[src/rtl/oneshot_pkg.sv]
package oneshot_pkg;

    // Synchronised view of the three control inputs.
    typedef struct packed {
        logic clr_n;    // clear, active low
        logic fall_in;  // trigger acting on its falling edge
        logic rise_in;  // trigger acting on its rising edge
    } trig_in_t;

    localparam int NUM_CTRL = $bits(trig_in_t);

    // Idle levels used for both synchroniser and history reset.
    localparam trig_in_t CTRL_IDLE = '{clr_n: 1'b1, fall_in: 1'b1, rise_in: 1'b0};

endpackage

[src/rtl/oneshot_sync.sv]
module oneshot_sync #(
    parameter int              W       = 3,
    parameter int              STAGES  = 2,
    parameter logic [W-1:0]    RST_VAL = '0
) (
    input  logic         clk,
    input  logic         rst_n,
    input  logic [W-1:0] async_i,
    output logic [W-1:0] sync_o
);

    for (genvar i = 0; i < W; i++) begin : g_bit
        logic [STAGES-1:0] chain_q;
        logic [STAGES-1:0] chain_d;

        always_comb begin
            chain_d = {chain_q[STAGES-2:0], async_i[i]};
        end

        always_ff @(posedge clk or negedge rst_n) begin
            if (!rst_n) chain_q <= {STAGES{RST_VAL[i]}};
            else        chain_q <= chain_d;
        end

        assign sync_o[i] = chain_q[STAGES-1];
    end

endmodule

[src/rtl/oneshot_trig.sv]
module oneshot_trig
    import oneshot_pkg::*;
(
    input  logic     clk,
    input  logic     rst_n,
    input  trig_in_t cur_i,
    output logic     fire_o,
    output logic     clr_act_o
);

    typedef struct packed {
        trig_in_t prev;
        logic     armed;
    } trg_st_t;

    trg_st_t st_q, st_d;
    logic    fall_edge, rise_edge, clr_edge;
    logic    fire_fall, fire_rise, fire_rel;

    always_comb begin
        st_d      = st_q;
        st_d.prev = cur_i;

        fall_edge = st_q.prev.fall_in & ~cur_i.fall_in;
        rise_edge = ~st_q.prev.rise_in & cur_i.rise_in;
        clr_edge  = ~st_q.prev.clr_n & cur_i.clr_n;

        fire_fall = fall_edge & cur_i.rise_in & cur_i.clr_n;
        fire_rise = rise_edge & ~cur_i.fall_in & cur_i.clr_n;
        fire_rel  = clr_edge & ~cur_i.fall_in & cur_i.rise_in & st_q.armed;

        if (!cur_i.rise_in)                 st_d.armed = 1'b0;
        else if (rise_edge && !cur_i.clr_n) st_d.armed = 1'b1;
        else if (fire_rel)                  st_d.armed = 1'b0;

        fire_o    = fire_fall | fire_rise | fire_rel;
        clr_act_o = ~cur_i.clr_n;
    end

    always_ff @(posedge clk or negedge rst_n) begin
        if (!rst_n) st_q <= '{prev: CTRL_IDLE, armed: 1'b0};
        else        st_q <= st_d;
    end


    no_fire_in_clear_chk: assert property (@(posedge clk) disable iff (!rst_n)
        !cur_i.clr_n |-> !fire_o);


    fall_high_blocks_chk: assert property (@(posedge clk) disable iff (!rst_n)
        cur_i.fall_in |-> !fire_o);


    rise_low_blocks_chk: assert property (@(posedge clk) disable iff (!rst_n)
        !cur_i.rise_in |-> !fire_o);


    disarm_on_low_chk: assert property (@(posedge clk) disable iff (!rst_n)
        !cur_i.rise_in |=> !st_q.armed);


    release_needs_arm_chk: assert property (@(posedge clk) disable iff (!rst_n)
        (clr_edge && !st_q.armed && !fall_edge && !rise_edge) |-> !fire_o);

endmodule

[src/rtl/oneshot_timer.sv]
module oneshot_timer #(
    parameter int CNT_W = 16
) (
    input  logic             clk,
    input  logic             rst_n,
    input  logic             fire_i,
    input  logic             clr_act_i,
    input  logic [CNT_W-1:0] width_i,
    output logic             pulse_o
);

    typedef struct packed {
        logic             run;
        logic [CNT_W-1:0] left;
    } tmr_st_t;

    tmr_st_t st_q, st_d;

    always_comb begin
        st_d = st_q;
        if (clr_act_i) begin
            st_d.run  = 1'b0;
            st_d.left = '0;
        end else if (st_q.run) begin
            if (st_q.left == '0) st_d.run  = 1'b0;
            else                 st_d.left = st_q.left - 1'b1;
        end else if (fire_i) begin
            st_d.run  = 1'b1;
            st_d.left = (width_i == '0) ? '0 : width_i - 1'b1;
        end
    end

    always_ff @(posedge clk or negedge rst_n) begin
        if (!rst_n) st_q <= '0;
        else        st_q <= st_d;
    end

    assign pulse_o = st_q.run;


    clear_kills_chk: assert property (@(posedge clk) disable iff (!rst_n)
        clr_act_i |=> !st_q.run);


    steady_count_chk: assert property (@(posedge clk) disable iff (!rst_n)
        (st_q.run && st_q.left != '0 && !clr_act_i)
        |=> (st_q.run && st_q.left == $past(st_q.left) - 1'b1));


    start_chk: assert property (@(posedge clk) disable iff (!rst_n)
        (fire_i && !st_q.run && !clr_act_i) |=> st_q.run);


    last_cycle_chk: assert property (@(posedge clk) disable iff (!rst_n)
        (st_q.run && st_q.left == '0) |=> !st_q.run);

endmodule

[src/rtl/oneshot_gen.sv]
module oneshot_gen
    import oneshot_pkg::*;
#(
    parameter int CNT_W       = 16,
    parameter int SYNC_STAGES = 2
) (
    input  logic             clk,
    input  logic             rst_n,
    input  logic             fall_trig_i,
    input  logic             rise_trig_i,
    input  logic             clr_n_i,
    input  logic [CNT_W-1:0] width_i,
    output logic             q_o,
    output logic             qn_o
);

    trig_in_t raw_ctrl, sync_ctrl;
    logic     fire, clr_act, pulse;

    assign raw_ctrl = '{clr_n: clr_n_i, fall_in: fall_trig_i, rise_in: rise_trig_i};

    oneshot_sync #(
        .W       (NUM_CTRL),
        .STAGES  (SYNC_STAGES),
        .RST_VAL (CTRL_IDLE)
    ) u_sync (
        .clk     (clk),
        .rst_n   (rst_n),
        .async_i (raw_ctrl),
        .sync_o  (sync_ctrl)
    );

    oneshot_trig u_trig (
        .clk       (clk),
        .rst_n     (rst_n),
        .cur_i     (sync_ctrl),
        .fire_o    (fire),
        .clr_act_o (clr_act)
    );

    oneshot_timer #(.CNT_W(CNT_W)) u_timer (
        .clk       (clk),
        .rst_n     (rst_n),
        .fire_i    (fire),
        .clr_act_i (clr_act),
        .width_i   (width_i),
        .pulse_o   (pulse)
    );

    assign q_o  = pulse;
    assign qn_o = ~pulse;

endmodule

[config.mk]
export PLATFORM = sky130hd
export DESIGN_NAME = oneshot_gen
export DESIGN_NICKNAME = d
export VERILOG_FILES = /design/src/rtl/oneshot_pkg.sv /design/src/rtl/oneshot_sync.sv /design/src/rtl/oneshot_trig.sv /design/src/rtl/oneshot_timer.sv /design/src/rtl/oneshot_gen.sv
export SDC_FILE = /design/constraint.sdc
export NUM_CORES = 1
export LEC_CHECK = 0
export BUFFER_PORTS_ARGS = -buffer_cell sky130_fd_sc_hd__clkbuf_2
export CORE_UTILIZATION = 57
export CTS_BUF_LIST = sky130_fd_sc_hd__clkbuf_16
export DETAILED_ROUTE_END_ITERATION = 10
export PLACE_DENSITY = 0.89
export SKIP_CTS_REPAIR_TIMING = 1
export SYNTH_ARGS = -nofsm -noshare
export SYNTH_HDL_FRONTEND = slang
export SYNTH_SLANG_ARGS = --single-unit
[constraint.sdc]
create_clock -name clk -period 2.7 [get_ports clk]
set_clock_uncertainty 0.2 [all_clocks]
set_input_delay 0.54 -clock clk [delete_from_list [all_inputs] [get_ports clk]]
set_output_delay 0.54 -clock clk [all_outputs]
set_load 0.01 [all_outputs]
==> results of run 1 <==
-- flip-flops by register name, indices dropped and copies added, names as in the netlist --
name                  cells
u_sync.g_bit.chain_q      6
u_timer.pulse_o           1
u_timer.st_q             16
u_trig.st_q               4
-- per-layer routing --
layer | up-vias | routed length, um
li1 | 788 | -
met1 | 749 | 1770
met2 | 99 | 1970
met3 | 15 | 327
met4 | 0 | 112
met5 | - | 0
-- power breakdown --
| group | total (W) | internal [W] | switching, W | leakage, nW |
|---|---|---|---|---|
| registers | 0.000457 | 0.000432 | 0.0000256 | 0.344 |
| logic | 0.000266 | 0.000114 | 0.000152 | 0.512 |
| clock network | 0.000347 | 0.000202 | 0.000145 | 0.0371 |
-- logic make-up (layout without fill, tap and decap cells) --
logic type,Yosys count,count (layout),synth area share (%)
simple gates,85,85,26.7
compound gates,45,45,19.7
flops,27,27,38.9
xor+xnor,17,17,8.48
buf+inv,15,44,3.99
fa+ha+maj,3,3,2.14
-- area by class of cell --
class,count,area [um2],area share [%]
Clock buffer,3,75.1,3.70
Clock inverter,1,7.51,0.370
Inverter,8,30.0,1.48
Multi-Input combinational cell,150,1010,49.7
Sequential cell,27,683,33.7
Tap cell,31,38.8,1.91
Timing Repair Buffer,32,185,9.13
-- final timing paths --
kind,from,to,slack (ns),depth (start not counted)
setup reg to reg,u_timer.st_q[0],u_timer.st_q[14],0.23,7
min in group clk,clr_n_i,u_sync.g_bit[2].chain_q[0],0.15,1
hold / removal,rst_n,u_timer.st_q[13],0.09,1
max in group asynchronous,rst_n,u_sync.g_bit[0].chain_q[1],1.79,1
hold reg to reg,u_sync.g_bit[2].chain_q[0],u_sync.g_bit[2].chain_q[1],0.16,0
setup / recovery,u_timer.st_q[0],u_timer.st_q[14],0.23,7
-- placed cells by master, fill, tap and decap left out, types with 2 or more instances in the layout --
master	synthesis	routed
buf_4	0	10
dfstp_2	6	6
nor3_1	10	10
o32ai_1	2	2
or4_1	5	5
and2_1	4	4
a21o_1	3	3
dfrtp_1	21	21
inv_1	8	8
nor2b_1	3	3
nand2_1	14	14
o221ai_1	2	2
xor2_1	7	7
o211ai_1	4	4
nor2_1	14	14
nand2b_1	2	2
o31ai_1	2	2
nor4_1	6	6
a211o_1	2	2
clkbuf_16	0	3
or3_1	5	5
o22ai_1	5	4
nand3_1	6	6
clkbuf_2	1	22
xnor2_1	10	10
nand3b_1	2	2
nor4b_1	2	2
a221o_1	2	2
nand4_1	6	6
a22o_1	7	7
a21oi_1	4	4
o21ai_0	4	4
ha_1	3	3
-- per-stage QoR --
step           util, %  area (um2)  power [W]  worst slack (ns)  cells
2_1_floorplan        -        1760   0.000633             0.296    192
3_3_place_gp      68.6        1940   0.000713             0.173    248
3_5_place_dp      68.6        1940   0.000719             0.160    248
4_1_cts           71.5        2020    0.00106             0.135    252
5_1_grt           71.7        2030    0.00111            0.0823    252
6_report          71.7        2030    0.00107             0.227    252
==> impl_metrics.ini, run 1 <==
[status]
status = complete, no violations

[place]
dp_hpwl_um = 3130
port_buffers = 22
place.gp.congestion = 0.986

[timing]
drv_slew = 0
whs_ns = 0.0864
finalHoldViolations = 0
finalCritPeriodShare_pct = 91.6
rsz0062_at_grt = false
setup_viol = 0
slew_headroom_pct = 56.8
finalSetupTns_ns = 0
period_minus_slack_ns = 2.47
worst_pin_slew_ns = 0.647
clock.fmax_ghz = 0.404

[logic_synthesis]
synth_edf_count = 0
synth_top_area_share_pct = 29.9
synth_common_cells = 21 x dfrtp_1, 14 x nand2_1, 14 x nor2_1
yosysUniqueCellTypes = 48
ys.flop_type = dfrtp_1
syn-num-nets = 216
synth_most_common_cell = dfrtp_1
postSynthCellCount = 192
synth_area_um2 = 1760
yosys_warnings = 0
synth_seq_cells = 27
synth_area_leader_cell = dfrtp_1
avgSynthCellArea_um2 = 9.14
async_flop_share_pct = 100
netlist_top_cells_area = dfrtp_1 30%, dfstp_2 9.0%, xnor2_1 5.0%
yosysSeqAreaShare_pct = 38.9

[drt]
drcViolationCount = 0
dr_total_vias = 1651
drt_iter0_drc = 102
drt-total-wl_um = 4170
antenna_left = 0
detail_route.wl_per_cell_um = 16.6
vias_per_cell = 6.55
drt_first_pass_iters = 5

[clock_network]
cts_max_level = 1
clk-insertion-delay-late_ns = 0.27
cts_inserted_buffers = 3
cts_root_buf = clkbuf_16
cts_buffer_depth = 2
cts_tree = yes
cts.clk_slew.worst_paths_ns = 0.07
cts.sinks = 27

[critical_path]
worstPathRequired_ns = 2.65
worstSetupPathType = flip-flop to flip-flop
cp_data_arrival_time_ns = 2.43
crit_buf_inv = 1
end_kind = flip-flop
crit_fanout = 6
max_stage_delay_ns = 0.46
cpMaxStageDelayCell = or4b_1
cp_top_family = simple AND/OR/NAND/NOR gates
crit_chain = inv_1 -> ha_1 -> or4b_1 -> nor4_2 -> or2_1 -> o2bb2ai_1 -> a221o_1
start_kind = flip-flop

[grt]
met1_usage_pct = 37.2
top_usage_layer = met2
antenna_found_initial = 0
gr-total-overflow = 0
grt_pass1_vias = 1533
grt_max_degree = 28
gr-usage-met3_pct = 2.27
grt_pass1_wl_um = 6860
use_met2_pct = 44.4
grt_usage_pct = 27.2

[power]
max-vdd-ir-drop_uv = 303
power_leakage_nw = 0.893
p_per_area_nw_per_um2 = 527

[die]
core_um2 = 2830
start_util_pct = 62.1
die_area_um2 = 3310
rows = 19
die_h_um = 57.5
ios = 23
die_x_um = 57.5

[cells_and_area]
drive_gt1_share_pct = 21.7
fill_cells = 207
diodes = 0
area_growth_pct = 15.5
final_nets = 246

[worst_hold_path]
hold_path_class = input pin to async pin

[run]
max-cap-violations = 0
Note: power is estimated with default switching activity, not from simulation.
==> run 2, diff against run 1 <==
--- a/config.mk
+++ b/config.mk
@@ -13,4 +13,5 @@
 export SKIP_CTS_REPAIR_TIMING = 1
 export SYNTH_ARGS = -nofsm -noshare
 export SYNTH_HDL_FRONTEND = slang
+export SYNTH_HIERARCHICAL = 1
 export SYNTH_SLANG_ARGS = --single-unit
==> impl_metrics.ini, run 2 <==
[drt]
drt_first_pass_iters = 5
dr_total_vias = 1638
drt-total-wl_um = 4210
m1WireLength_um = 1710
antenna_left = 0
vias_per_cell = 6.88
wl_met3_um = 329
routed.top_layer = met4
detail_route.wl_per_cell_um = 17.7
drt_iter0_drc = 148
drcViolationCount = 0
route.met2.wl_um = 2010

[power]
comb_power_share_pct = 27.0
p_clk_share_pct = 29.8
seq_power_share_pct = 43.2
p_per_area_nw_per_um2 = 574
internal-power_w = 0.000773
power_leakage_nw = 0.839
switching_share_pct = 31.5
p_total_w = 0.00113
max-vdd-ir-drop_uv = 392
p_switching_w = 0.000356

[place]
port_buffers = 22
place.gp.congestion = 0.952
dp_hpwl_um = 3100

[logic_synthesis]
synth_edf_count = 0
synth_common_cells = 21 x dfrtp_1, 20 x nor2_1, 11 x nand2_1
synth_top_area_share_pct = 29.9
synth_most_common_cell = dfrtp_1
async_flop_share_pct = 100
synth_area_um2 = 1760
yosysUniqueCellTypes = 54
synth_area_leader_cell = dfrtp_1
netlist_top_cells_area = dfrtp_1 30%, dfstp_2 9.0%, nor2_1 4.3%
yosysSeqAreaShare_pct = 38.9
ys.flop_type = dfrtp_1
synth-simple-area-share_pct = 26.7
synth_compound_area_share_pct = 21.3
postSynthCellCount = 186
synth_top_family_by_area = simple AND/OR/NAND/NOR gates
synth_seq_cells = 27
syn-num-nets = 210
synth_mux_area_share_pct = 0
avgSynthCellArea_um2 = 9.44
synthAdderAreaFrac_pct = 2.14
synth_xor_area_share_pct = 6.48
yosys_warnings = 6

[clock_network]
clk-insertion-delay-late_ns = 0.26
cts_root_buf = clkbuf_16
cts.clk_slew.worst_paths_ns = 0.07
cts_max_level = 1
cts_tree = yes
cts_buffer_depth = 2
cts.sinks = 27
cts_inserted_buffers = 3

[critical_path]
crit_fanout = 11
cpMaxStageDelayCell = nor4_2
r2r_slack_ns = 0.20
end_kind = flip-flop
worstPathRequired_ns = 2.65
crit_chain = nor4_2 -> nand4_1 -> nand2_1 -> o21ai_0 -> a221o_1
start_kind = flip-flop
worstSetupPathType = flip-flop to flip-flop
cp_data_arrival_time_ns = 2.45
max_stage_delay_ns = 0.59
crit_buf_inv = 0
cp_top_family = simple AND/OR/NAND/NOR gates
cp.depth = 5
r2r_cells = 5
reg2reg_to = u_timer/st_q[11]
crit-reg2reg-launch = u_timer/st_q[5]

[cells_and_area]
final_nets = 232
final_cell_mix = 22 x clkbuf_2, 21 x dfrtp_1, 20 x nor2_1, 11 x nand2_1, 9 x inv_1
drive_gt1_share_pct = 24.2
final_common_cell = clkbuf_2
top_register = u_timer/st_q
diodes = 0
largest_reg_flops = 16
area_growth_pct = 11.9
top_regs = u_timer/st_q x16, u_sync/g_bit.chain_q x6, u_trig/st_q x4

[timing]
clock.fmax_ghz = 0.400
setup_viol = 0
whs_ns = 0.0973
period_minus_slack_ns = 2.50
drv_slew = 0
worst_pin_slew_ns = 0.657
slew_headroom_pct = 56.2
finalHoldViolations = 0
finalCritPeriodShare_pct = 92.5
finalSetupTns_ns = 0
rsz0062_at_grt = false

[grt]
gr-total-overflow = 0
grt_max_degree = 28
antenna_found_initial = 0
grt_usage_pct = 28.5
grt_pass1_vias = 1555
grt_pass1_wl_um = 7190

[die]
core_um2 = 2830
start_util_pct = 62.1
rows = 19
die_area_um2 = 3310
die_x_um = 57.5
die_h_um = 57.5
ios = 23

[run]
max-cap-violations = 0

[status]
status = complete, no violations

[worst_hold_path]
hold_path_class = input pin to async pin
==> run 2: changes by cell type in the layout (fill, tap and decap cells not counted), moves of 4 or more <==
cell | previous run | this run
and2_1 | 4 | 0
nor3_1 | 10 | 6
buf_4 | 10 | 3
a22o_1 | 7 | 0
nor2_1 | 14 | 20
xnor2_1 | 10 | 5
==> run 2: through the flow <==
stage / util, % / std cells / setup slack [ns] / cell area [um2]
final: 69.5 / 238 / 0.202 / 1970
after global routing: 69.5 / 238 / 0.0725 / 1970
after CTS: 69.5 / 238 / 0.243 / 1970
after detailed placement: 66.6 / 234 / 0.226 / 1880
after global placement: 66.6 / 234 / 0.281 / 1880
after floorplan: - / 186 / 0.416 / 1760
==> run 2: cell type report <==
| type | count | area, um2 |
|---|---|---|
| repair buffers | 25 | 133 |
| flip-flops and latches | 27 | 683 |
| well taps | 31 | 38.8 |
| fillers | 200 | 863 |
| inverters | 9 | 33.8 |
| clock inverters | 1 | 7.51 |
| multi-input cells | 142 | 995 |
| clock buffers | 3 | 75.1 |
==> run 2: per-layer routing <==
metal | global-route usage, % | vias up
li1 | - | 743
met1 | 37.4 | 763
met2 | 47.8 | 108
met3 | 2.27 | 24
met4 | 13.2 | 0
met5 | 0 | -
==> run 2: cell families (layout without fill, tap and decap cells) <==
family	Yosys count	count (layout)
AND/OR/NAND/NOR	76	76
buffers and inverters	17	38
XOR/XNOR	13	13
AO/OA/AOI/OAI	50	50
adder cells (fa/ha/maj)	3	3
flip-flops	27	27
==> run 2: worst max-delay path by stage <==
| stage | startpoint | end |
|---|---|---|
| floorplan | u_timer/st_q[0] | u_timer/st_q[10] |
| global placement | width_i[6] | u_timer/st_q[3] |
| detailed placement | width_i[6] | u_timer/st_q[3] |
| CTS | u_timer/st_q[0] | u_timer/st_q[10] |
| global route | u_timer/st_q[5] | u_timer/st_q[11] |
| finish | u_timer/st_q[5] | u_timer/st_q[11] |
==> run 2: power by group through the flow <==
stage | sequential, W | combinational [W] | clock (W)
6_report | 0.000488 | 0.000304 | 0.000337
5_1_grt | 0.000491 | 0.000331 | 0.000363
4_1_cts | 0.000485 | 0.000296 | 0.000347
3_5_place_dp | 0.000492 | 0.000288 | 0
3_3_place_gp | 0.000489 | 0.000277 | 0
2_1_floorplan | 0.000480 | 0.000207 | 0
==> run 3, diff against run 2 <==
--- a/config.mk
+++ b/config.mk
@@ -9,7 +9,7 @@
 export CORE_UTILIZATION = 57
 export CTS_BUF_LIST = sky130_fd_sc_hd__clkbuf_16
 export DETAILED_ROUTE_END_ITERATION = 10
-export PLACE_DENSITY = 0.89
+export PLACE_DENSITY = 0.79
 export SKIP_CTS_REPAIR_TIMING = 1
 export SYNTH_ARGS = -nofsm -noshare
 export SYNTH_HDL_FRONTEND = slang
==> impl_metrics.ini, run 3 (synthesis results as in run 2) <==
[status]
status = complete, no violations

[critical_path]
crit_chain = inv_1 -> ha_1 -> or4b_4 -> or3_4 -> nor4_4 -> o21ai_1 -> a221o_1
crit_fanout = 4
crit_buf_inv = 1
worstSetupPathType = flip-flop to flip-flop
end_kind = flip-flop
cpMaxStageDelayCell = or4b_4
crit-reg2reg-launch = u_timer/st_q[0]
max_stage_delay_ns = 0.49
cp_data_arrival_time_ns = 2.47
worstPathRequired_ns = 2.65
cp_top_family = simple AND/OR/NAND/NOR gates
cp-startpoint = u_timer/st_q[0]
start_kind = flip-flop

[run]
max-cap-violations = 0

[clock_network]
clk-insertion-delay-late_ns = 0.26
cts_max_level = 1
cts_inserted_buffers = 3
cts_root_buf = clkbuf_16
cts_tree = yes
cts.clk_slew.worst_paths_ns = 0.07
cts_buffer_depth = 2
cts.sinks = 27

[cells_and_area]
diodes = 0
finalNonFillerCells = 236
top_register = u_timer/st_q
drive_gt1_share_pct = 23.4
area_growth_pct = 11.1
final_nets = 230
top_regs = u_timer/st_q x16, u_sync/g_bit.chain_q x6, u_trig/st_q x4
postLayoutCoreUtil_pct = 69.0
seqCellArea_um2 = 683
fill_cells = 225
multiInputGateArea_um2 = 995
final_cell_mix = 22 x clkbuf_2, 21 x dfrtp_1, 20 x nor2_1, 11 x nand2_1, 9 x inv_1
final_common_cell = clkbuf_2
largest_reg_flops = 16

[timing]
rsz0062_at_grt = false
finalCritPeriodShare_pct = 93.4
drv_slew = 0
fin_ws_ns = 0.179
worst_pin_slew_ns = 0.657
finalHoldViolations = 0
clock.fmax_ghz = 0.397
period_minus_slack_ns = 2.52
setup_viol = 0
finalSetupTns_ns = 0
slew_headroom_pct = 56.2

[power]
power_leakage_nw = 0.833
p_per_area_nw_per_um2 = 580
max-vdd-ir-drop_uv = 413

[drt]
dr_total_vias = 1615
drt_iter0_drc = 128
vias_per_cell = 6.84
drcViolationCount = 0
drt_first_pass_iters = 4
drt-total-wl_um = 4320
antenna_left = 0
detail_route.wl_per_cell_um = 18.3

[die]
die_area_um2 = 3310
die_h_um = 57.5
core_um2 = 2830
die_x_um = 57.5
start_util_pct = 62.1
rows = 19
ios = 23

[place]
place.gp.congestion = 0.932
dp_hpwl_um = 3280
preCtsSetupSlack_ns = 0.178
placed_cells = 232
port_buffers = 22

[grt]
antenna_found_initial = 0
grt_max_degree = 28
grt_usage_pct = 28.9
gr-total-overflow = 0
grt_pass1_wl_um = 7320
grt_pass1_vias = 1550

[worst_hold_path]
hold_path_class = input pin to async pin
==> run 3: changes by cell type in the layout (fill, tap and decap cells not counted), sizes merged <==
cell	delta
buf	-2
clkinvlp	-1
inv	+1
==> run 3: layout make-up <==
type	count	share of cell area (%)
clock inverter	1	0.449
tap	31	1.99
clock buffer	3	3.85
inverter	9	1.73
multi-input combinational	142	51.0
sequential	27	35.0
timing repair buffer	23	6.03
==> run 3: final timing paths <==
kind / endpoint / slack [ns] / cells after the start
worst max-delay path: u_timer/st_q[10] / 0.18 / 7
worst min-delay path: u_timer/st_q[12] / 0.09 / 1
worst min register to register: u_sync/g_bit[0].chain_q[1] / 0.16 / 0
worst max register to register: u_timer/st_q[10] / 0.18 / 7
max in group asynchronous: u_timer/st_q[1] / 1.78 / 1
min in group clk: u_sync/g_bit[1].chain_q[0] / 0.15 / 1
==> run 3: per-layer routing <==
| metal | wire length [um] | vias to the layer above | track usage (%) |
|---|---|---|---|
| met3 | 382 | 18 | 6.12 |
| met2 | 2090 | 93 | 46.3 |
| met5 | 0 | - | 0 |
| li1 | - | 739 | - |
| met1 | 1740 | 765 | 38.5 |
| met4 | 110 | 0 | 10.8 |
==> run 3: power breakdown <==
part	leakage, nW	internal, W	switching (W)
Clock	0.0415	0.000205	0.000147
Combinational	0.449	0.000125	0.000163
Sequential	0.343	0.000441	0.0000501
==> run 3: worst reg2reg max path: cells and delay by family (launching register included) <==
| family | cells | cell delay (ns) |
|---|---|---|
| flops | 1 | 0.41 |
| fa+ha+maj | 1 | 0.23 |
| buf+inv | 1 | 0.12 |
| simple gates | 3 | 1.04 |
| compound gates | 2 | 0.40 |
==> run 3: per-stage QoR <==
| step | hold WS, ns | area (um2) | power, W |
|---|---|---|---|
| floorplan | 0.0444 | 1760 | 0.000687 |
| CTS | 0.115 | 1950 | 0.00113 |
| detailed placement | 0.143 | 1870 | 0.000776 |
| global placement | 0.133 | 1870 | 0.000759 |
| finish | 0.0936 | 1950 | 0.00113 |
| global route | 0.146 | 1950 | 0.00119 |
